`config.mk`:
```
export PLATFORM = sky130hd
export DESIGN_NAME = barrier_tree_node
export DESIGN_NICKNAME = d
export VERILOG_FILES = /design/src/rtl/bar_pkg.sv /design/src/rtl/bt_sync.sv /design/src/rtl/bt_combine.sv /design/src/rtl/bt_irq.sv /design/src/rtl/barrier_tree_node.sv
export SDC_FILE = /design/constraint.sdc
export NUM_CORES = 1
export LEC_CHECK = 0
export BUFFER_PORTS_ARGS = -buffer_cell sky130_fd_sc_hd__buf_2
export CORE_MARGIN = 3
export CORE_UTILIZATION = 35
export DETAILED_ROUTE_END_ITERATION = 6
export GPL_ROUTABILITY_DRIVEN = 0
export PLACE_DENSITY = 0.66
export SYNTH_ARGS = -nofsm -noshare
export SYNTH_HDL_FRONTEND = slang
export SYNTH_SLANG_ARGS = --single-unit
export TNS_END_PERCENT = 50
```
`constraint.sdc`:
```
create_clock -name clk -period 1.5 [get_ports clk]
set_input_delay 0.225 -clock clk [delete_from_list [all_inputs] [get_ports clk]]
set_output_delay 0.225 -clock clk [all_outputs]
set_load 0.02 [all_outputs]
```
`src/rtl/bar_pkg.sv`:
```
package bar_pkg;
   localparam int unsigned MIN_SYNC_STAGES = 2;

   function automatic logic wire_level(input logic req, input logic inv);
      return req ^ inv;
   endfunction
endpackage

```
`src/rtl/bt_sync.sv`:
```
module bt_sync #(
   parameter int unsigned W      = 4,
   parameter int unsigned STAGES = 2
) (
   input  logic         clk,
   input  logic         rst_n,
   input  logic [W-1:0] d,
   output logic [W-1:0] q
);
   logic [STAGES-1:0][W-1:0] st;

   always_ff @(posedge clk or negedge rst_n) begin
      if (!rst_n) begin
         st <= '0;
      end else begin
         st[0] <= d;
         for (int i = 1; i < int'(STAGES); i++) begin
            st[i] <= st[i-1];
         end
      end
   end

   assign q = st[STAGES-1];
endmodule

```
`src/rtl/bt_combine.sv`:
```
module bt_combine #(
   parameter int unsigned NUM_CH    = 4,
   parameter int unsigned NUM_CHILD = 3
) (
   input  logic [NUM_CH-1:0]           local_wire,
   input  logic [NUM_CHILD*NUM_CH-1:0] child_s,
   input  logic [NUM_CHILD-1:0]        child_en,
   output logic [NUM_CH-1:0]           comb
);
   for (genvar k = 0; k < NUM_CH; k++) begin : g_ch
      logic [NUM_CHILD-1:0] hits;
      for (genvar c = 0; c < NUM_CHILD; c++) begin : g_child
         assign hits[c] = child_en[c] & child_s[c*NUM_CH+k];
      end
      assign comb[k] = local_wire[k] | (|hits);
   end
endmodule

```
`src/rtl/bt_irq.sv`:
```
module bt_irq #(
   parameter int unsigned NUM_CH = 4
) (
   input  logic              clk,
   input  logic              rst_n,
   input  logic [NUM_CH-1:0] down_val,
   input  logic [NUM_CH-1:0] invert,
   input  logic [NUM_CH-1:0] clr,
   output logic [NUM_CH-1:0] flag
);
   logic [NUM_CH-1:0] prev;
   logic [NUM_CH-1:0] rise;

   assign rise = down_val & ~prev & ~invert;

   always_ff @(posedge clk or negedge rst_n) begin
      if (!rst_n) begin
         prev <= '0;
         flag <= '0;
      end else begin
         prev <= down_val;
         flag <= (flag & ~clr) | rise;
      end
   end
endmodule

```
`src/rtl/barrier_tree_node.sv`:
```
module barrier_tree_node #(
   parameter int unsigned NUM_CH      = 4,
   parameter int unsigned NUM_CHILD   = 3,
   parameter int unsigned SYNC_STAGES = 2
) (
   input  logic                        clk,
   input  logic                        rst_n,
   input  logic                        cfg_is_root,
   input  logic [NUM_CHILD-1:0]        cfg_child_en,
   input  logic [NUM_CH-1:0]           cfg_invert,
   input  logic [NUM_CH-1:0]           local_req,
   input  logic [NUM_CHILD*NUM_CH-1:0] child_up,
   input  logic [NUM_CH-1:0]           parent_down,
   input  logic [NUM_CH-1:0]           irq_clr,
   output logic [NUM_CH-1:0]           up_out,
   output logic [NUM_CHILD*NUM_CH-1:0] down_out,
   output logic [NUM_CH-1:0]           result,
   output logic [NUM_CH-1:0]           irq_flag
);
   import bar_pkg::*;

   localparam int unsigned CW = NUM_CHILD * NUM_CH;

   initial begin
      assert (NUM_CH >= 1) else $error("NUM_CH must be at least 1");
      assert (NUM_CHILD >= 1) else $error("NUM_CHILD must be at least 1");
      assert (SYNC_STAGES >= MIN_SYNC_STAGES) else $error("SYNC_STAGES too small");
   end

   logic [CW-1:0]     child_s;
   logic [NUM_CH-1:0] parent_s;
   logic [NUM_CH-1:0] local_wire;
   logic [NUM_CH-1:0] comb;
   logic [NUM_CH-1:0] up_reg;
   logic [NUM_CH-1:0] down_reg;

   bt_sync #(.W(CW), .STAGES(SYNC_STAGES)) u_sync_child (
      .clk(clk), .rst_n(rst_n), .d(child_up), .q(child_s)
   );

   bt_sync #(.W(NUM_CH), .STAGES(SYNC_STAGES)) u_sync_parent (
      .clk(clk), .rst_n(rst_n), .d(parent_down), .q(parent_s)
   );

   for (genvar k = 0; k < NUM_CH; k++) begin : g_lw
      assign local_wire[k] = wire_level(local_req[k], cfg_invert[k]);
   end

   bt_combine #(.NUM_CH(NUM_CH), .NUM_CHILD(NUM_CHILD)) u_comb (
      .local_wire(local_wire), .child_s(child_s),
      .child_en(cfg_child_en), .comb(comb)
   );

   always_ff @(posedge clk or negedge rst_n) begin
      if (!rst_n) begin
         up_reg   <= '0;
         down_reg <= '0;
      end else begin
         up_reg   <= cfg_is_root ? '0 : comb;
         down_reg <= cfg_is_root ? comb : parent_s;
      end
   end

   assign up_out = up_reg;
   assign result = down_reg ^ cfg_invert;

   for (genvar c = 0; c < NUM_CHILD; c++) begin : g_down
      assign down_out[c*NUM_CH +: NUM_CH] = cfg_child_en[c] ? down_reg : '0;
   end

   bt_irq #(.NUM_CH(NUM_CH)) u_irq (
      .clk(clk), .rst_n(rst_n), .down_val(down_reg),
      .invert(cfg_invert), .clr(irq_clr), .flag(irq_flag)
   );
endmodule

```
# After elaboration in Yosys (flattened, before gate mapping)
# Cells that the tools add are included.
# totals
reg_bits	48
in_bits	34
word_cells	45
# classes
mux	5
bitwise	28
n_reduce_logical	4
# ops
cell	n
4-bit 2-to-1 mux	5
1-bit bitwise AND	12
4-bit bitwise AND	3
4-bit NOT	3
3-bit OR reduction	4
1-bit bitwise OR	4
4-bit bitwise OR	1
1-bit XOR	4
4-bit XOR	1

# Longest topological paths before layout
# logic_depth
ltp_word	4
depth_mapped	3

# Hierarchy
# From an unflattened synthesis, not the netlist that was laid out.
# unflattened
hier_cells	117
hier_area_um2	1732.9
# by_module_without_submodules
module	n_inst	cells_per_inst	area_each_um2
bt_sync (u_sync_child)	1	36	690.7
barrier_tree_node	1	37	451.7
bt_irq	1	20	295.3
bt_sync (u_sync_parent)	1	12	230.2
bt_combine	1	12	65.1

# Worst setup path before layout
# Ideal clock, no wire load.
# synth_timing
path_kind	register -> output
start	register down_reg[0]
end	output result[0]
arrival_time_ns	0.777
required_time_ns	1.275
setup_slack_ns	0.498
path_stages_with_launch	2
cell_sequence	dfrtp_1 > xor2_1
# synth_between
elab_chain_len	1
# synth_rtl
element	line_no	rtl
start: declaration	barrier_tree_node.sv:35	logic [NUM_CH-1:0] down_reg;
start signal: assignment	barrier_tree_node.sv:60	down_reg <= cfg_is_root ? comb : parent_s;
4-bit XOR	barrier_tree_node.sv:65	assign result = down_reg ^ cfg_invert;
end: declaration	barrier_tree_node.sv:17	output logic [NUM_CH-1:0] result,
# No other way between the ends.

# Final worst setup path
# Ends and elaborated chain as after synthesis.

==> metrics <==
outcome=complete, but fails checks; failing checks=hold timing; post-synthesis net count=131; CTS clk-pin slew, worst paths=roughly 80 ps; initial DRC count=40; Crit Path Class=reg -> out; Critical Path, Cell by Cell=xor2_1 > buf_2; Final setup violation count=0; DIE WIDTH=a little over 70 um; multi-input logic area=between 200 and 300 sq um; Final nets=roughly 200; EDFF count, synth=0; Yosys top cell by area=dfrtp_1; Clock Skews=2.04 ps; routed length per placed instance=between 10 and 15 um; clk root buf=clkbuf_8; Rows=23; post-cts repair resize count=0; Hold Path Class=in -> async; yosys warns=0; Slew Viols, Final=0; Worst setup EP type=output pin; io pins=58; Seq cells post-synth=48; Worst R2R Path Depth=2; register area=around 1200 sq um; max_slew headroom=0.632; simple-gate share of the synthesized area=0.0625; crit share post-route=0.901; filler cell count=363; Final Hold Vio Count=2; dominant register cell in the synthesized netlist=dfrtp_1; vias in the first global route=~1.1k; WP data required=1270 ps; CP Launch Type=flop; Vias/cell=about 4.6; largest family of logic cells by synthesized area=compound AO/OA/AOI/OAI gates; Internal=~2.1 mW; post-synthesis adder-cell area fraction=0; RSZ-0062 raised after global routing=no; Max stage delay cell, worst path=dfrtp_1; Synth Area in XOR/XNOR=0.0461; Worst Path Arrival=around 1100 ps; syn avg cell area=~16 sq um; Net Switching=~600 uW; drt pass-1 iters=4; hold slack=-0.584 ps; Leakage Power=approximately 0.99 nW; DP Wirelength=~2.1 mm; Die ar.=5170 sq um; clock sink count=between 40 and 50; Synth Instances=97; largest stage delay on the critical path=around 450 ps; # DRC=0; Antenna Nets Post-Route=0; Comb pwr share=0.112; clk_lat worst skew=about 290 ps; total number of H-tree levels=2; CTS buffer count=5; sequential power share=0.511; most frequent cell after synthesis=dfrtp_1; antenna diode count=0; top cells by area, synth=dfrtp_1, and2_1, a222oi_1, o32ai_1, xnor2_1; setup_tns=0 ps; complex-gate fraction of the synthesized area=0.0789; share of layout cells above drive strength 1=0.429; CTS max path bufs=2; Clk pwr share=0.377; share of flip-flops with an asynchronous set or reset=1.00; largest net degree at the start of global routing=49; total setup buffers inserted after CTS=0; Synth Cell Area=1520 sq um; area grow syn2layout=31.5%; CP Max Fanout=6; global-route usage over all layers=0.120; multiplexer share of the synthesized area=0; Via Count=around 960; Core Area=approximately 4100 sq um; distinct cell type count after synthesis=12; grt total ovfl=0; # hold bufs at CTS=0; Vert. Die Dim=between 70 and 80 um; antenna violations before repair=0; Max VDD drop=a little under 700 uV; Tmin final=1350 ps; fin util=0.490; Max-Cap Viols=0; Post-synth top cells=dfrtp_1, and2_1, inv_1; PortBufs=57; area fraction of the dominant cell type after synthesis=0.789; final WL=around 2.9 mm; post-synthesis sequential area ratio=0.789; CTS tree=yes; fmax=between 0.7 and 0.8 GHz; Pwr Density=approximately 1400 nW/um^2; first-pass GRT wire length=roughly 4.7 mm; worst slew pin tran=552 ps; Initial Util=0.372; Sw Ratio=0.222
worst max-delay path: cells and delay by family, from the launching register on:
| kind | cells | cell delay (ps) |
|---|---|---|
| DFF | 1 | 450 |
| buffers and inverters | 1 | 190 |
| xor gates and xnor gates | 1 | 200 |
per-stage QoR:
| stage | setup WS, ps | total power [mW] | instances | hold WS (ps) | cell area [sq um] |
|---|---|---|---|---|---|
| after floorplan | 498 | 1.59 | 97 | -70.6 | 1520 |
| after global placement | 492 | 1.74 | 204 | 330 | 1870 |
| after detailed placement | 432 | 1.75 | 204 | 334 | 1870 |
| after CTS | 148 | 2.79 | 211 | 21.7 | 2000 |
| after global routing | 108 | 2.88 | 211 | 16.9 | 2000 |
| final | 149 | 2.76 | 211 | -0.584 | 2000 |
final timing paths:
| check | start | endpoint | slack (ps) |
|---|---|---|---|
| worst min register to register | u_sync_child.st[1]$_DFF_PN0_ | u_sync_child.q[1]$_DFF_PN0_ | 350 |
| min in group clk | child_up[10] | u_sync_child.st[10]$_DFF_PN0_ | 40 |
| max in group asynchronous | rst_n | u_irq.prev[2]$_DFF_PN0_ | 1130 |
| worst max-delay path | down_reg[0]$_DFF_PN0_ | result[0] | 150 |
| worst max register to register | u_sync_child.q[0]$_DFF_PN0_ | down_reg[0]$_DFF_PN0_ | 420 |
| worst min-delay path | rst_n | u_sync_child.st[2]$_DFF_PN0_ | -0.6 |
area by class of cell:
type	instances	area share
Sequential cell	48	0.600
Inverter	8	0.0150
Tap cell	50	0.0313
Clock buffer	5	0.0344
Clock inverter	2	0.0300
Timing Repair Buffer	58	0.146
Multi-Input combinational cell	40	0.143
cell usage in the layout, fill, tap and decap left out, drive strengths merged:
master | Yosys | layout
buf | 1 | 58
a31oi | 4 | 4
o32ai | 4 | 4
nor2 | 4 | 4
a21oi | 4 | 4
a222oi | 4 | 4
xnor2 | 4 | 4
xor2 | 4 | 4
dfrtp | 48 | 48
and2 | 12 | 12
clkbuf | 0 | 5
inv | 8 | 8
bufinv | 0 | 2
layer usage:
layer	vias to the layer above	global-route usage	part of all wire
met1	480	0.118	0.36
met4	0	0.0626	0.012
li1	450	-	-
met5	-	0	0
met2	29	0.215	0.56
met3	4	0.0499	0.066
power by group through the flow:
| stage | Clock, mW | Sequential [mW] | Combinational [mW] |
|---|---|---|---|
| floorplan | 0 | 1.45 | 0.133 |
| global placement | 0 | 1.43 | 0.307 |
| detailed placement | 0 | 1.44 | 0.312 |
| CTS | 1.06 | 1.41 | 0.314 |
| global route | 1.11 | 1.42 | 0.339 |
| finish | 1.04 | 1.41 | 0.310 |
cells by family (layout without fill, tap and decap cells):
family                 after synthesis  count (layout)
flip-flops                          48              48
AND/OR/NAND/NOR                     16              16
buffers and inverters                9              73
XOR/XNOR                             8               8
AO/OA/AOI/OAI                       16              16
Power figures use the tool's default switching activity.
